**src/rtl/tmr_pkg.sv**
```systemverilog
package tmr_pkg;

    localparam int BYTE_W = 8;
    localparam int ADDR_W = 2;
    localparam int NCH    = 2;

    typedef enum logic [ADDR_W-1:0] {
        A_CTRL0 = 2'd0,
        A_DATA0 = 2'd1,
        A_CTRL1 = 2'd2,
        A_DATA1 = 2'd3
    } reg_addr_e;

    // Control register layout, bit 0 is start.
    typedef struct packed {
        logic wide;
        logic flag;
        logic irq_en;
        logic stop;
        logic start;
    } ctrl_bits_t;

    localparam int CTRL_W = $bits(ctrl_bits_t);

    function automatic logic addr_is_count(input logic [ADDR_W-1:0] a);
        return a[0];
    endfunction

    function automatic int unsigned addr_chan(input logic [ADDR_W-1:0] a);
        return int'(a[ADDR_W-1:1]);
    endfunction

endpackage

```
**src/rtl/tmr_chan_ctrl.sv**
```systemverilog
module tmr_chan_ctrl
    import tmr_pkg::*;
#(
    parameter bit HAS_WIDE = 1'b1
) (
    input  logic       clk,
    input  logic       rst,
    input  logic       ctrl_wr,
    input  ctrl_bits_t wr_bits,
    input  logic       hit,
    output logic       start_pulse,
    output logic       run,
    output ctrl_bits_t ctrl,
    output logic       match,
    output logic       irq
);

    ctrl_bits_t ctrl_q;
    logic       run_q;
    logic       match_q;
    logic       flag_clr;

    assign start_pulse = ctrl_wr && wr_bits.start && !ctrl_q.start && !wr_bits.stop;
    assign flag_clr    = ctrl_wr && !wr_bits.flag;

    always_ff @(posedge clk) begin
        if (rst) begin
            ctrl_q  <= '0;
            run_q   <= 1'b0;
            match_q <= 1'b0;
        end else begin
            match_q <= hit;
            if (ctrl_wr) begin
                ctrl_q.start  <= wr_bits.start;
                ctrl_q.stop   <= wr_bits.stop;
                ctrl_q.irq_en <= wr_bits.irq_en;
                ctrl_q.wide   <= HAS_WIDE ? wr_bits.wide : 1'b0;
            end
            if (hit)
                ctrl_q.flag <= 1'b1;
            else if (flag_clr)
                ctrl_q.flag <= 1'b0;
            if (ctrl_wr && wr_bits.stop)
                run_q <= 1'b0;
            else if (start_pulse)
                run_q <= 1'b1;
        end
    end

    assign ctrl  = ctrl_q;
    assign run   = run_q;
    assign match = match_q;
    assign irq   = ctrl_q.flag && ctrl_q.irq_en;

    assert_flag_sticky_R6: assert property (@(posedge clk) disable iff (rst)
        (ctrl_q.flag && !flag_clr) |=> ctrl_q.flag);

    assert_hit_sets_flag_R6: assert property (@(posedge clk) disable iff (rst)
        hit |=> (ctrl_q.flag && match_q));

    assert_stop_halts_R8: assert property (@(posedge clk) disable iff (rst)
        (ctrl_wr && wr_bits.stop) |=> !run_q);

endmodule

```
**src/rtl/tmr_count_byte.sv**
```systemverilog
module tmr_count_byte #(
    parameter int W = tmr_pkg::BYTE_W
) (
    input  logic         clk,
    input  logic         rst,
    input  logic         data_wr,
    input  logic [W-1:0] data_in,
    input  logic         load,
    input  logic         wrap,
    input  logic         inc,
    output logic [W-1:0] cnt,
    output logic         eq
);

    logic [W-1:0] data_q;
    logic [W-1:0] latch_q;
    logic [W-1:0] cnt_q;

    // The data register has no reset; software must write it before a start.
    always_ff @(posedge clk) begin
        if (data_wr)
            data_q <= data_in;
    end

    always_ff @(posedge clk) begin
        if (rst) begin
            cnt_q   <= '0;
            latch_q <= '0;
        end else if (load || wrap) begin
            cnt_q   <= '0;
            latch_q <= data_q;
        end else if (inc) begin
            cnt_q   <= cnt_q + 1'b1;
        end
    end

    assign cnt = cnt_q;
    assign eq  = (cnt_q == latch_q);

    assert_latch_hold_R4: assert property (@(posedge clk) disable iff (rst)
        (!load && !wrap) |=> $stable(latch_q));

    assert_count_step_R2: assert property (@(posedge clk) disable iff (rst)
        (inc && !load && !wrap) |=> (cnt_q == $past(cnt_q) + 1'b1));

endmodule

```
**src/rtl/ivl_timer_pair.sv**
```systemverilog
module ivl_timer_pair
    import tmr_pkg::*;
#(
    parameter int W = tmr_pkg::BYTE_W
) (
    input  logic              clk,
    input  logic              rst,
    input  logic              bus_wr,
    input  logic [ADDR_W-1:0] bus_addr,
    input  logic [W-1:0]      bus_wdata,
    output logic [W-1:0]      bus_rdata,
    input  logic [NCH-1:0]    cnt_tick,
    output logic [NCH-1:0]    match_o,
    output logic [NCH-1:0]    irq_o
);

    localparam int PAD_W = W - CTRL_W;

    logic [NCH-1:0] start_p;
    logic [NCH-1:0] run;
    logic [NCH-1:0] eq;
    logic [NCH-1:0] load;
    logic [NCH-1:0] wrap;
    logic [NCH-1:0] inc;
    logic [NCH-1:0] hit;
    logic [NCH-1:0] ctrl_wr;
    logic [NCH-1:0] data_wr;
    logic [W-1:0]   cnt    [NCH];
    ctrl_bits_t     ctrl_q [NCH];
    ctrl_bits_t     wr_bits;

    logic wide;
    logic adv_lo, adv_hi, hit_lo, hit_hi;

    assign wr_bits = ctrl_bits_t'(bus_wdata[CTRL_W-1:0]);

    generate
        for (genvar i = 0; i < NCH; i++) begin : g_chan
            assign ctrl_wr[i] = bus_wr && (bus_addr == ADDR_W'(2 * i));
            assign data_wr[i] = bus_wr && (bus_addr == ADDR_W'(2 * i + 1));

            tmr_chan_ctrl #(
                .HAS_WIDE (i == 0)
            ) u_ctrl (
                .clk         (clk),
                .rst         (rst),
                .ctrl_wr     (ctrl_wr[i]),
                .wr_bits     (wr_bits),
                .hit         (hit[i]),
                .start_pulse (start_p[i]),
                .run         (run[i]),
                .ctrl        (ctrl_q[i]),
                .match       (match_o[i]),
                .irq         (irq_o[i])
            );

            tmr_count_byte #(
                .W (W)
            ) u_byte (
                .clk     (clk),
                .rst     (rst),
                .data_wr (data_wr[i]),
                .data_in (bus_wdata),
                .load    (load[i]),
                .wrap    (wrap[i]),
                .inc     (inc[i]),
                .cnt     (cnt[i]),
                .eq      (eq[i])
            );
        end
    endgenerate

    // Channel glue: in wide mode channel 0 controls both bytes.
    always_comb begin
        wide   = ctrl_q[0].wide;
        adv_lo = run[0] && cnt_tick[0];
        adv_hi = wide ? adv_lo : (run[1] && cnt_tick[1]);
        hit_lo = adv_lo && eq[0] && (!wide || eq[1]);
        hit_hi = !wide && adv_hi && eq[1];
        hit    = {hit_hi, hit_lo};
        load   = {(wide ? start_p[0] : start_p[1]), start_p[0]};
        wrap   = {(wide ? hit_lo : hit_hi), hit_lo};
        inc    = {(wide ? (adv_lo && (&cnt[0])) : adv_hi), adv_lo};
    end

    always_comb begin
        if (addr_is_count(bus_addr))
            bus_rdata = cnt[addr_chan(bus_addr)];
        else
            bus_rdata = {{PAD_W{1'b0}}, ctrl_q[addr_chan(bus_addr)]};
    end

    assert_match_at_zero_R3: assert property (@(posedge clk) disable iff (rst)
        match_o[0] |-> (cnt[0] == '0));

    assert_idle_holds_R5: assert property (@(posedge clk) disable iff (rst)
        (!cnt_tick[0] && !ctrl_wr[0]) |=> $stable(cnt[0]));

    assert_wide_hi_quiet_R9: assert property (@(posedge clk) disable iff (rst)
        (wide && $past(wide)) |-> !match_o[1]);

    assert_wide_joint_clear_R9: assert property (@(posedge clk) disable iff (rst)
        (wide && match_o[0]) |-> (cnt[1] == '0));

endmodule

```
**config.mk**
```make
export PLATFORM = sky130hd
export DESIGN_NAME = ivl_timer_pair
export DESIGN_NICKNAME = d
export VERILOG_FILES = /design/src/rtl/tmr_pkg.sv /design/src/rtl/tmr_chan_ctrl.sv /design/src/rtl/tmr_count_byte.sv /design/src/rtl/ivl_timer_pair.sv
export SDC_FILE = /design/constraint.sdc
export NUM_CORES = 1
export LEC_CHECK = 0
export ABC_AREA = 1
export BUFFER_PORTS_ARGS = -buffer_cell sky130_fd_sc_hd__buf_2
export CAP_MARGIN = 20
export CORE_UTILIZATION = 57
export CTS_BUF_LIST = sky130_fd_sc_hd__clkbuf_8
export DETAILED_ROUTE_END_ITERATION = 7
export PLACE_DENSITY = 0.77
export SYNTH_ARGS = -nofsm -noshare
export SYNTH_HDL_FRONTEND = slang
export SYNTH_HIERARCHICAL = 1
export SYNTH_SLANG_ARGS = --single-unit
```
**constraint.sdc**
```tcl
create_clock -name clk -period 2.5 [get_ports clk]
set_clock_uncertainty 0.05 [all_clocks]
set_input_delay 0.375 -clock clk [delete_from_list [all_inputs] [get_ports clk]]
set_output_delay 0.375 -clock clk [all_outputs]
set_load 0.02 [all_outputs]
```
# Word level (Yosys, flattened, before mapping)

Index checks and enable logic that the tools add are counted.

Memory bits (read-only): 0
Input port bits: 15
RAM bits: 0
Register bits: 61
Memories kept: 0
Word-level logic and storage cells: 82
Bits in latches: 0

Shifts and indexed selects: 0
Bitwise logic cells: 1
Reductions and logical operators: 39
Magnitude comparators: 1
Divide/modulo/power cells: 0
Multipliers: 0
Add/subtract/negate cells: 2
Eq/ne operators: 5
Mux-type cells: 15

Operators with widths:

| operator              | number |
|---|---|
| $ge A33 B2 Y1 const B | 1 |
| $not A1 Y33           | 1 |
| $mux W8               | 4 |
| $logic_and A1 B1 Y1   | 23 |
| $add A8 B1 Y8 const B | 2 |
| $eq A8 B8 Y1          | 2 |
| $mux W5               | 3 |
| $mux W1               | 8 |
| $reduce_and A8 Y1     | 1 |
| $reduce_or A2 Y1      | 4 |
| $logic_not A1 Y1      | 5 |
| $eq A2 B2 Y1 const B  | 2 |
| $reduce_bool A2 Y1    | 2 |
| $logic_or A1 B1 Y1    | 3 |
| $eq A2 B1 Y1 const B  | 1 |
| $logic_not A2 Y1      | 1 |

# Longest topological paths before layout

Depth in word-level cells: 8
Gate-level depth with buffers: 14
Mapped depth without buffers: 13

# Cells and area by module

The synthesis kept the hierarchy.

By module, submodules not included:

| module                            | cells an instance | area each (sq um) | instances |
|---|---|---|---|
| tmr_count_byte                    | 125               | 1027.2            | 2 |
| ivl_timer_pair                    | 68                | 342.8             | 1 |
| tmr_chan_ctrl at g_chan[0].u_ctrl | 35                | 262.8             | 1 |
| tmr_chan_ctrl at g_chan[1].u_ctrl | 33                | 241.5             | 1 |

# Worst setup path before layout

Ideal clock, no wire load.

Kind: input-to-reg
Start: in bus_addr[0]
End: reg g_chan[1].u_byte.latch_q[2]
Cell stages on the path: 12
Library setup time: 0.119 ns
Arrival: 1.734 ns
Path slack: 0.597 ns
Path buffers: 2
Cell sequence: buf_4 -> nor3_1 -> nand2_2 -> clkinv_1 -> nand2_2 -> inv_1 -> nand2_1 -> nand2_1 -> nor2_4 -> buf_4 -> o21ai_0 -> a21oi_1

Cells in the longest elaborated chain, start to end: 7
Elaborated cells on any way between the ends: 12
Classes of those cells: 1 x eq/ne; 1 x mux; 10 x reduce/logical

Ends and longest elaborated chain:

| what                              | RTL line             | RTL |
|---|---|---|
| start, declared                   | ivl_timer_pair.sv:9  | `input logic [ADDR_W-1:0] bus_addr,` |
| $logic_not A2 Y1                  | ivl_timer_pair.sv:39 | `assign ctrl_wr[i] = bus_wr && (bus_addr == ADDR_W'(2 * i));` |
| $logic_and A1 B1 Y1               | ivl_timer_pair.sv:39 |  |
| via ctrl_wr[0]                    | ivl_timer_pair.sv:26 | `logic [NCH-1:0] ctrl_wr;` |
| $logic_and A1 B1 Y1 (3 in series) | tmr_chan_ctrl.sv:23  | `assign start_pulse = ctrl_wr && wr_bits.start && !ctrl_q.start && !wr_bits.stop;` |
| via load[0]                       | ivl_timer_pair.sv:22 | `logic [NCH-1:0] load;` |
| $mux W1                           | ivl_timer_pair.sv:81 | `load = {(wide ? start_p[0] : start_p[1]), start_p[0]};` |
| via load[1]                       | ivl_timer_pair.sv:22 |  |
| $logic_or A1 B1 Y1                | tmr_count_byte.sv:29 | `end else if (load \|\| wrap) begin` |
| end signal, assigned              | tmr_count_byte.sv:31 | `latch_q <= data_q;` |
| end, declared                     | tmr_count_byte.sv:16 | `logic [W-1:0] latch_q;` |

The timed path passes the listed nets, and every way through them passes these cells.
A chain may end at the register's enable or synchronous reset.

# Worst setup path after layout

Start: reg g_chan[1].u_byte.cnt_q[6]
End: reg g_chan[0].u_byte.cnt_q[0]

Cells in the longest elaborated chain, start to end: 5

Ends and longest elaborated chain:

| what                       | RTL line             | RTL |
|---|---|---|
| start, declared            | tmr_count_byte.sv:17 | `logic [W-1:0] cnt_q;` |
| start signal, assigned     | tmr_count_byte.sv:33 | `cnt_q <= cnt_q + 1'b1;` |
| $eq A8 B8 Y1               | tmr_count_byte.sv:38 | `assign eq = (cnt_q == latch_q);` |
| via eq[1]                  | ivl_timer_pair.sv:21 | `logic [NCH-1:0] eq;` |
| $logic_or A1 B1 Y1         | ivl_timer_pair.sv:78 | `hit_lo = adv_lo && eq[0] && (!wide \|\| eq[1]);` |
| $logic_and A1 B1 Y1        | ivl_timer_pair.sv:78 |  |
| via hit_lo                 | ivl_timer_pair.sv:33 | `logic adv_lo, adv_hi, hit_lo, hit_hi;` |
| $logic_or A1 B1 Y1         | tmr_count_byte.sv:29 |  |
| $reduce_or A2 Y1 (no line) | n/a                  |  |
| end signal, assigned       | tmr_count_byte.sv:33 |  |
| end, declared              | tmr_count_byte.sv:17 |  |

The timed path passes the listed nets, and every way through them passes these cells.

==> metrics.md <==
| Metric | Value |
|---|---|
| Status | `finished clean` |
| R2R setup slack | `0.42 ns` |
| Post-synth top area share | `0.3105` |
| Inserted Diodes | `0` |
| Max Fanout on Critical Path | `15` |
| Hold Path Sink | `g_chan[1].u_byte/data_q[6]` |
| Max cap viols | `0` |
| Worst-Margin Slew | `0.6711 ns` |
| Fill count | `426` |
| Final hold slack | `0.1810 ns` |
| WP data required | `2.66 ns` |
| Max Clk Rate | `0.4800 GHz` |
| Layout cells sized above 1 | `0.1616` |
| CP delay by family, top | `simple AND/OR/NAND/NOR gates` |
| Initial antenna violation count | `0` |
| Clock buffer depth | `2` |
| RSZ-0062 raised after global routing | `no` |
| Pwr/cell area | `640.6 nW/um^2` |
| WP data arrival | `2.25 ns` |
| Vias in the first global route | `2315` |
| Hold Fails Final Rpt | `0` |
| Area of the multi-input gates | `1254 um^2` |
| Vias per inst | `5.259` |
| Die X | `73.35 um` |
| Setup ws final | `0.4168 ns` |
| Iter 0 DRT Violations | `191` |
| Clk root buf | `clkbuf_8` |
| Leakage power | `1.430 nW` |
| Post-Syn Instances | `386` |
| Slew Viols, Final | `0` |
| Final setup viols | `0` |
| FF+latch count, synth | `61` |
| Io pins | `27` |
| Largest net degree at the start of global routing | `16` |
| Slowest stage cell, crit path | `dfxtp_1` |
| Hold Path Stages | `1` |
| Clk_lat worst skew | `0.34 ns` |
| Slowest stage delay, CP | `0.42 ns` |
| Row Count | `25` |
| Nets@finish | `439` |
| Total GRT Usage | `0.2784` |
| Reg area | `1381 um^2` |
| Hold path start | `bus_wdata[6]` |
| Via count | `2598` |
| R2r endpoint | `g_chan[0].u_byte/cnt[0]` |
| Die Height | `73.35 um` |
| Clk sinks | `61` |
| Mean Syn Cell Area | `7.517 um^2` |
| DRC viols | `0` |
| Worst path depth | `13` |
| Worst setup SP type | `flop` |
| Reg2reg start | `g_chan[1].u_byte/cnt[6]` |
| Post-CTS setup buffers | `0` |
| CP Class | `reg -> reg` |
| Setup TNS | `0 ns` |
| DP Area | `3100 um^2` |
| Area growth, synth to finish | `14.06%` |
| DP HPWL | `4835 um` |
| # hold bufs at CTS | `0` |
| Post-place setup slack | `0.2992 ns` |
| Critical-path cell list | `inv_1, nand2_1, nand2_1, nor2_1, nand2_1, nor2_1, o21ai_0, nor2_1, nor2_4, nand2_2, inv_1, o21ai_0, a21oi_1` |
| Die area | `5379 um^2` |
| Top post-synthesis cells by area | `dfxtp_1, edfxtp_1, nand2_1, nor2_1, inv_1` |
| R2R cell count | `13` |
| CP Capture Type | `flop` |
| Fin crit share | `0.8333` |
| # H-tree levels | `3` |
| Sequential share of the synthesized area | `0.4761` |
| PortBufs | `26` |
| Number of nets still failing antenna checks after routing | `0` |
| YS warnings | `6` |
| RD Place Congestion | `0.9545` |
| Syn_nets | `403` |
| 1st-pass router iterations | `4` |
| Library cells used by synthesis | `24` |
| CP bufs+invs | `2` |
| Post-cts resize count | `0` |
| Fin crit period | `2.083 ns` |
| Initial core utilization | `0.6023` |
| Final wirelength | `6581 um` |
| Max IR drop VDD | `0.6096 mV` |
| First-pass GRT wire length | `10900 um` |
| TritonCTS Buffers | `9` |
| CTS tree | `yes` |
| Slew headroom | `0.5491` |
| Mapped Area | `2902 um^2` |
| Clock-pin slew on the worst setup and hold paths | `0.07 ns` |
| WL/cell | `13.32 um` |
| Final instance area | `3309 um^2` |
| HP Class | `in -> reg` |
| Congestion Overflow GR | `0` |
| Core footprint | `4817 um^2` |
| Yosys top cell by area | `dfxtp_1` |
==> cell usage in the layout, fill, tap and decap left out, drive strengths merged, types with 7 or more instances in the layout <==
cell    count
buf        32
nand2      91
dfxtp      45
nand4       7
nand3      31
inv        54
clkbuf      9
o21ai      27
nor2       61
a21oi      32
edfxtp     16
==> where the power goes <==
part	switching, mW	internal, mW	leakage, nW	total, mW
clock	0.376	0.550	0.112	0.926
sequential	0.0154	1.04	0.511	1.06
combinational	0.0952	0.0417	0.807	0.137
==> how the worst max path moves through the flow <==
stage	from	to	slack [ns]
2_1_floorplan	bus_addr[0]	g_chan[1].u_byte/latch_q[2]	0.60
3_3_place_gp	bus_addr[0]	g_chan[1].u_byte/cnt[0]	0.42
3_5_place_dp	bus_addr[0]	g_chan[1].u_byte/cnt[0]	0.30
4_1_cts	g_chan[1].u_byte/cnt[6]	g_chan[0].u_byte/cnt[0]	0.46
5_1_grt	g_chan[0].u_byte/cnt[6]	g_chan[0].u_byte/cnt[0]	0.22
6_report	g_chan[1].u_byte/cnt[6]	g_chan[0].u_byte/cnt[0]	0.42
==> layer usage <==
metal | vias to the layer above | global-route usage | routed length, um
met5 | - | 0 | 0
met4 | 0 | 0.1132 | 114
met3 | 10 | 0.06996 | 378
met2 | 80 | 0.4300 | 3007
met1 | 1191 | 0.3742 | 3081
li1 | 1317 | - | -
==> cell usage after synthesis, drive strengths merged <==
cell type  count
nand2         91
nor2          61
inv           52
dfxtp         45
a21oi         32
nand3         31
o21ai         27
edfxtp        16
buf            7
nand4          7
nor3           5
clkinv         3
ha             2
mux2i          2
o22ai          2
xor2           2
conb           1
==> area by class of cell <==
type,count,area share
timing repair buffer,32,0.05293
clock buffer,9,0.03743
multi-input combinational,263,0.3788
tap,67,0.02533
clock inverter,7,0.02571
inverter,55,0.06238
sequential,61,0.4174
==> logic make-up (layout without fill, tap and decap cells) <==
family | Yosys count | in the layout | share of synthesized area
buffers and inverters | 62 | 103 | 0.09185
DFF | 61 | 61 | 0.4761
muxes | 2 | 2 | 0.006900
adders and majority gates | 2 | 2 | 0.008623
and+or+nand+nor | 195 | 195 | 0.2980
other | 1 | 1 | 0.001292
xor gates and xnor gates | 2 | 2 | 0.006038
AOI/OAI and AO/OA | 61 | 61 | 0.1113
==> per-stage QoR <==
step	utilization	instances	power, mW
5_1_grt	0.6870	494	2.201
6_report	0.6870	494	2.120
3_3_place_gp	0.6436	478	1.210
2_1_floorplan	-	386	1.168
3_5_place_dp	0.6436	478	1.213
4_1_cts	0.6870	494	2.137
==> state kept, by name (all words and copies together), names as in the netlist <==
register and cells:
g_chan.u_ctrl/ctrl 9, g_chan.u_byte/cnt 16, g_chan.u_ctrl/match 2, g_chan.u_byte/latch_q 16, g_chan.u_ctrl/run 2, g_chan.u_byte/data_q 16
Note: power is estimated with default switching activity, not from simulation.
